### src/rtl/wir_chain_pkg.sv
package wir_chain_pkg;

  // Test-select field inside a die-level instruction.
  typedef enum logic [1:0] {
    TSEL_BYPASS = 2'b00,
    TSEL_INTEST = 2'b01,
    TSEL_EXTEST = 2'b10,
    TSEL_RSVD   = 2'b11
  } tsel_e;

  localparam int TSEL_LSB = 1;
  localparam int TSEL_W   = 2;

  function automatic logic splices(input logic [TSEL_W-1:0] field);
    return field == TSEL_INTEST;
  endfunction

endpackage

### src/rtl/wir_seg.sv
// One instruction register: serial shift stage plus parallel update stage.
module wir_seg #(
  parameter int W = 5
) (
  input  logic         clk,
  input  logic         rst_n,
  input  logic         shift_en,
  input  logic         upd_en,
  input  logic         si,
  output logic         so,
  output logic [W-1:0] active
);

  logic [W-1:0] sh_q, sh_d;
  logic [W-1:0] up_q, up_d;

  always_comb begin
    sh_d = sh_q;
    if (shift_en) begin
      sh_d = {si, sh_q[W-1:1]};
    end
  end

  always_comb begin
    up_d = up_q;
    if (upd_en) begin
      up_d = sh_q;
    end
  end

  always_ff @(posedge clk or negedge rst_n) begin
    if (!rst_n) begin
      sh_q <= '0;
      up_q <= '0;
    end else begin
      sh_q <= sh_d;
      up_q <= up_d;
    end
  end

  assign so     = sh_q[0];
  assign active = up_q;

endmodule

### src/rtl/wir_die_node.sv
// Die-level register followed by splice-able core segments.
module wir_die_node #(
  parameter int DIE_W  = 5,
  parameter int CORES  = 2,
  parameter int CORE_W = 3
) (
  input  logic                    clk,
  input  logic                    rst_n,
  input  logic                    shift_en,
  input  logic                    upd_en,
  input  logic                    si,
  output logic                    so,
  output logic                    spliced,
  output logic [DIE_W-1:0]        die_instr,
  output logic [CORES*CORE_W-1:0] core_instr
);
  import wir_chain_pkg::*;

  logic [CORES:0] link;
  logic           core_shift_en;
  logic           core_upd_en;

  wir_seg #(.W(DIE_W)) u_die_reg (
    .clk      (clk),
    .rst_n    (rst_n),
    .shift_en (shift_en),
    .upd_en   (upd_en),
    .si       (si),
    .so       (link[0]),
    .active   (die_instr)
  );

  // Splice decision taken from the active stage only.
  assign spliced       = splices(die_instr[TSEL_LSB +: TSEL_W]);
  assign core_shift_en = shift_en & spliced;
  assign core_upd_en   = upd_en & spliced;

  for (genvar c = 0; c < CORES; c++) begin : g_core
    wir_seg #(.W(CORE_W)) u_core_reg (
      .clk      (clk),
      .rst_n    (rst_n),
      .shift_en (core_shift_en),
      .upd_en   (core_upd_en),
      .si       (link[c]),
      .so       (link[c+1]),
      .active   (core_instr[c*CORE_W +: CORE_W])
    );
  end

  assign so = spliced ? link[CORES] : link[0];

endmodule

### src/rtl/wir_len_sum.sv
// Current serial path length from the per-die splice flags.
module wir_len_sum #(
  parameter int NUM_DIES = 3,
  parameter int DIE_W    = 5,
  parameter int SEG_W    = 6,
  parameter int LEN_W    = 5
) (
  input  logic [NUM_DIES-1:0] spliced,
  output logic [LEN_W-1:0]    len
);

  localparam int BASE = NUM_DIES * DIE_W;

  always_comb begin
    len = LEN_W'(BASE);
    for (int d = 0; d < NUM_DIES; d++) begin
      if (spliced[d]) begin
        len = len + LEN_W'(SEG_W);
      end
    end
  end

endmodule

### src/rtl/wir_hier_chain.sv
module wir_hier_chain #(
  parameter int NUM_DIES      = 3,
  parameter int DIE_W         = 5,
  parameter int CORES_PER_DIE = 2,
  parameter int CORE_W        = 3
) (
  input  logic                                    clk,
  input  logic                                    rst_n,
  input  logic                                    wsi,
  input  logic                                    sel_wir,
  input  logic                                    shift_wr,
  input  logic                                    update_wr,
  output logic                                    wso,
  output logic [NUM_DIES*DIE_W-1:0]               die_instr,
  output logic [NUM_DIES*CORES_PER_DIE*CORE_W-1:0] core_instr,
  output logic [$clog2(NUM_DIES*(DIE_W+CORES_PER_DIE*CORE_W)+1)-1:0] chain_len
);

  localparam int SEG_W   = CORES_PER_DIE * CORE_W;
  localparam int MAX_LEN = NUM_DIES * (DIE_W + SEG_W);
  localparam int LEN_W   = $clog2(MAX_LEN + 1);

  logic                shift_en;
  logic                upd_en;
  logic [NUM_DIES:0]   thread;
  logic [NUM_DIES-1:0] spliced;

  assign shift_en  = sel_wir & shift_wr;
  assign upd_en    = sel_wir & update_wr;
  assign thread[0] = wsi;

  for (genvar d = 0; d < NUM_DIES; d++) begin : g_die
    wir_die_node #(
      .DIE_W  (DIE_W),
      .CORES  (CORES_PER_DIE),
      .CORE_W (CORE_W)
    ) u_node (
      .clk        (clk),
      .rst_n      (rst_n),
      .shift_en   (shift_en),
      .upd_en     (upd_en),
      .si         (thread[d]),
      .so         (thread[d+1]),
      .spliced    (spliced[d]),
      .die_instr  (die_instr[d*DIE_W +: DIE_W]),
      .core_instr (core_instr[d*SEG_W +: SEG_W])
    );
  end

  assign wso = thread[NUM_DIES];

  wir_len_sum #(
    .NUM_DIES (NUM_DIES),
    .DIE_W    (DIE_W),
    .SEG_W    (SEG_W),
    .LEN_W    (LEN_W)
  ) u_len (
    .spliced (spliced),
    .len     (chain_len)
  );

endmodule

### config.mk
export PLATFORM = sky130hd
export DESIGN_NAME = wir_hier_chain
export DESIGN_NICKNAME = d
export VERILOG_FILES = /design/src/rtl/wir_chain_pkg.sv /design/src/rtl/wir_seg.sv /design/src/rtl/wir_die_node.sv /design/src/rtl/wir_len_sum.sv /design/src/rtl/wir_hier_chain.sv
export SDC_FILE = /design/constraint.sdc
export NUM_CORES = 1
export LEC_CHECK = 0
export BUFFER_PORTS_ARGS = -buffer_cell sky130_fd_sc_hd__clkbuf_2
export CAP_MARGIN = 20
export CORE_MARGIN = 5
export CORE_UTILIZATION = 59
export CTS_CLUSTER_DIAMETER = 50
export CTS_CLUSTER_SIZE = 10
export DETAILED_ROUTE_END_ITERATION = 12
export PLACE_DENSITY = 0.91
export SLEW_MARGIN = 20
export SYNTH_ARGS = -nofsm -noshare
export SYNTH_HDL_FRONTEND = slang
export SYNTH_SLANG_ARGS = --single-unit
### constraint.sdc
create_clock -name clk -period 2.1 [get_ports clk]
set_input_delay 0.21 -clock clk [delete_from_list [all_inputs] [get_ports clk]]
set_output_delay 0.21 -clock clk [all_outputs]
set_load 0.01 [all_outputs]
Word level (Yosys, flattened, before mapping)
Cells that the tools add are included.
- output and inout port bits: 40
- bits in latches: 0
- memories kept: 0
- memory bits (read-only): 0
- register bits after elaboration: 66
- word-level logic and storage cells: 37
- RAM bits: 0
- input bits: 6
- $lt $le $gt $ge: 0
- $add $sub $neg: 2
- equal/unequal tests: 3
- multiplexer cells: 6
- divide/modulo/power cells: 0
- $mul: 0
- shift-type cells: 0
- bitwise operators: 8
- reduce and logical (&&, ||, !) cells: 0
- operator list (cell ; number):
    $mux W6 ; 2
    $and A1 B1 Y1 ; 8
    $add A5 B3 Y6 const B ; 1
    $add A6 B3 Y6 const B ; 1
    $eq A2 B1 Y1 const B ; 3
    $mux W5 ; 1
    $mux W1 ; 3

Depth between registers and ports, before layout
- depth after elaboration: 6
- gate-level depth with buffers: 5
- mapped depth without buffers: 5

Cells and area by module
A second synthesis with hierarchy kept.
- cells, all modules: 160
- area total of the unflattened synthesis: 2642.5 sq um
- by module, submodules not included (module ; seq. area each (sq um) ; times used ; cells an instance ; area an instance (sq um)):
    wir_seg (g_die[0].u_node.g_core[0].u_core_reg ...) ; 150.1 ; 6 ; 12 ; 217.7
    wir_seg (g_die[0].u_node.u_die_reg ...) ; 250.2 ; 3 ; 20 ; 362.8
    wir_die_node ; 0.0 ; 3 ; 4 ; 43.8
    wir_len_sum ; 0.0 ; 1 ; 14 ; 103.8
    wir_hier_chain ; 0.0 ; 1 ; 2 ; 12.5

Worst setup path after synthesis
No wires, ideal clock.
- path type: reg2out
- from: register g_die[0].u_node.u_die_reg.up_q[2]
- to: output port chain_len[1]
- buffers on the path: 0
- arrival: 1.311 ns
- cell stages (with the launch flop): 5
- slack: 0.579 ns
- cells stage by stage: dfrtp_1 -> and2b_1 -> inv_1 -> ha_1 -> xor2_1
- word-level cells in the longest chain between the ends: 6
- ends and longest elaborated chain (element ; RTL line ; source):
    from (decl) ; wir_seg.sv:15 ; logic [W-1:0] up_q, up_d;
    from (signal assigned) ; wir_seg.sv:37 ; up_q <= up_d;
    $eq A2 B1 Y1 * ; wir_chain_pkg.sv:15 ; return field == TSEL_INTEST;
    $mux W5 * ; wir_len_sum.sv:17 ; if (spliced[d]) begin
    $add A5 B3 Y6 ; wir_len_sum.sv:18 ; len = len + LEN_W'(SEG_W);
    $mux W6 * ; wir_len_sum.sv:17 ;
    $add A6 B3 Y6 ; wir_len_sum.sv:18 ;
    $mux W6 * ; wir_len_sum.sv:17 ;
    to (decl) ; wir_hier_chain.sv:16 ; output logic [$clog2(NUM_DIES*(DIE_W+CORES_PER_DIE*CORE_W)+1)-1:0] chain_len
Mark *: on every way between the ends. The rest lies on a longest branch, timed or not.

Final worst setup path
- from: register g_die[1].u_node.u_die_reg.up_q[2]
- to: output port chain_len[3]
- word-level cells in the longest chain between the ends: 4
- ends and longest elaborated chain (element ; RTL line):
    from (decl) ; wir_seg.sv:15
    from (signal assigned) ; wir_seg.sv:37
    $eq A2 B1 Y1 * ; wir_chain_pkg.sv:15
    $mux W6 * ; wir_len_sum.sv:17
    $add A6 B3 Y6 ; wir_len_sum.sv:18
    $mux W6 * ; wir_len_sum.sv:17
Marks and branches as above.

==> flow_summary.json <==
{
  "place_area_mm2": 0.00294,
  "cp.arrival_ns": 1.71,
  "finClkSkew_ns": 0.00762,
  "fin_tns_setup_ns": 0,
  "drtIter0Drc": 82,
  "peakVddDrop_mv": 0.823,
  "whs_ns": 0.103,
  "path_clk_slew_ns": 0.07,
  "port_buffers": 44,
  "ios": 46,
  "switchingPower_mw": 1.18,
  "routabilityCongestion": 0.717,
  "fin_ws_ns": 0.175,
  "worst-path-max-fanout": 6,
  "dp.final_hpwl_um": 3060,
  "die_y_um": 77.4,
  "fmax_ghz": 0.520,
  "cp-start-kind": "flop",
  "setup_viol": 0,
  "yosys_warnings": 0,
  "hold_viol": 0,
  "final_area_mm2": 0.00318,
  "hold_path.class": "input pin to flop",
  "seqCellArea_mm2": 0.00165,
  "yosysTopAreaCell": "dfrtp_1",
  "grt_pass1_wl_um": 7820,
  "post-route-drc-count": 0,
  "synth_top_family_by_area": "multiplexers",
  "clockBufferDepth": 2,
  "sequentialPowerShare_pct": 44.7,
  "antenna_found_initial": 0,
  "dp.cells": 259,
  "synth_edf_count": 0,
  "syn_inst": 168,
  "drive_above_1_share_pct": 58.5,
  "start_util_pct": 61.2,
  "synth_mux_area_share_pct": 29.7,
  "viasPerCell": 5.42,
  "netlist.area_leader.share_pct": 61.6,
  "grt_max_degree": 46,
  "cts_sinks": 66,
  "nFillCells": 298,
  "p_sw_share_pct": 28.8,
  "critPathRequiredTime_ns": 1.89,
  "tightest_slew_ns": 0.577,
  "grt-ovfl-total": 0,
  "slew_violations": 0,
  "async_flop_share_pct": 100,
  "power.share.clock_pct": 30.0,
  "n_antenna_cell": 0,
  "cap_violations": 0,
  "synth_area_mm2": 0.00268,
  "synth-seq-cells": 66,
  "path_class": "flop to output pin",
  "syn_nets": 176,
  "relSlewSlack_pct": 61.6,
  "post-route-util_pct": 72.6,
  "synthDistinctLibCells": 23,
  "synthXorXnorAreaFrac_pct": 0.327,
  "multi_input_area_um2": 961,
  "clock_latency_ns": 0.34,
  "nNetsFinal": 227,
  "root_buffer": "clkbuf_8",
  "yosysSeqAreaShare_pct": 61.6,
  "yosys-top-cells-count": "66 x dfrtp_1, 53 x mux2_2, 12 x mux2_4",
  "yosys_most_used_dff": "dfrtp_1",
  "internal-power_mw": 2.90,
  "grtUsageTotal_pct": 16.8,
  "cts_tree": "yes",
  "pre_cts_slack_ns": 0.455,
  "status": "finished, final reports clean",
  "first_pass_iters": 3,
  "cts_buffers": 9,
  "power_mw": 4.08,
  "rsz0062_at_grt": "false",
  "grt_pass1_vias": 1574,
  "avgSynthCellArea_um2": 16.0,
  "finalCriticalPeriod_ns": 1.92,
  "cts_setup_buffers": 0,
  "coreArea_mm2": 0.00438,
  "period_share_pct": 91.7,
  "synth_compound_area_share_pct": 0.980,
  "drt_wl_total_um": 4440,
  "fp.dieW_um": 77.4,
  "htreeDepth": 3,
  "dieArea_mm2": 0.00599,
  "wl_per_cell_um": 16.1,
  "p_per_area_mw_per_mm2": 1280,
  "std_cell_rows": 24,
  "fin_cells": 276,
  "p_comb_share_pct": 25.3,
  "synth_fa_ha_area_share_pct": 0.933,
  "yosys-top-cells-area": "dfrtp_1 62%, mux2_2 22%, mux2_4 6.7%, buf_6 1.3%, ha_1 0.93%",
  "ant_nets": 0,
  "leakage_nw": 1.68,
  "via_count": 1496,
  "synthToLayoutAreaGrowth_pct": 18.8,
  "endpoint_kind": "output pin",
  "regToRegSetupSlack_ns": 0.60,
  "yosysMostFrequentCell": "dfrtp_1",
  "synth_simple_gate_area_share_pct": 3.69
}
[flip-flops by register name (all words and copies together), names as in the netlist]
name                                   cells
g_die.u_node.u_die_reg.sh_q               15
g_die.u_node.u_die_reg.active             15
g_die.u_node.g_core.u_core_reg.active     18
g_die.u_node.g_core.u_core_reg.sh_q       18
[final timing paths]
path	endpoint	from	cells past startpoint
worst max-delay path	chain_len[3]	g_die[1].u_node.u_die_reg.active[2]	6
max in group asynchronous	g_die[0].u_node.u_die_reg.sh_q[3]	rst_n	3
worst min-delay path	g_die[0].u_node.u_die_reg.sh_q[4]	wsi	2
worst max register to register	g_die[1].u_node.g_core[0].u_core_reg.active[1]	g_die[1].u_node.u_die_reg.active[2]	3
min in group asynchronous	g_die[1].u_node.g_core[1].u_core_reg.sh_q[2]	rst_n	2
worst min register to register	g_die[1].u_node.g_core[1].u_core_reg.active[2]	g_die[1].u_node.g_core[1].u_core_reg.active[2]	1
[layout by cell type (no fill, tap or decap), drive strengths merged, types with 2 or more instances in the layout]
cell,n
nand2,4
inv,3
dfrtp,66
buf,2
o21ai,2
ha,2
and2b,2
clkbuf,56
mux2,65
mux2i,2
or2,2
nor2,2
nand3,4
a21oi,2
bufinv,2
[power groups by stage]
stage | Sequential, mW | Combinational, mW | Clock, mW
after floorplan | 1.86 | 0.627 | 0
after global placement | 1.83 | 1.01 | 0
after detailed placement | 1.85 | 1.04 | 0
after CTS | 1.83 | 1.06 | 1.25
after global routing | 1.87 | 1.15 | 1.31
final | 1.82 | 1.03 | 1.22
[what timing repair did]
action	in CTS	in global routing
endpoints found under the hold margin	21	0
hold buffers	1	0
resized for setup	0	1
endpoints found under the setup margin	0	2
[per-layer routing]
layer | global-route usage [%] | vias to the layer above | share of wire, %
met4 | 10.8 | 0 | 3.2
met2 | 25.6 | 38 | 48
met3 | 5.09 | 13 | 5.9
met5 | 0 | - | 0
li1 | - | 690 | -
met1 | 21.0 | 755 | 43
[kinds of logic (layout without fill, tap and decap cells)]
kind of cell | count (synthesis) | after routing
buffers and inverters | 10 | 66
muxes | 67 | 67
and+or+nand+nor | 16 | 16
DFF | 66 | 66
xor gates and xnor gates | 1 | 1
AOI/OAI and AO/OA | 5 | 5
adders and majority gates | 2 | 2
other | 1 | 1
[final cells by class]
class,count,area share [%]
multi-input combinational,92,30.2
inverter,3,0.354
clock inverter,4,2.28
clock buffer,12,5.19
tap,52,2.04
timing repair buffer,47,8.09
sequential,66,51.9
[critical path, cell delays in order, from the launching register on]
cell and delay, ns:
dfrtp_1 0.38, and2b_1 0.32, inv_1 0.09, ha_1 0.28, nor2_1 0.04, a21oi_1 0.12
clkbuf_2 0.15
No activity file was read; power rests on OpenSTA's default activity.
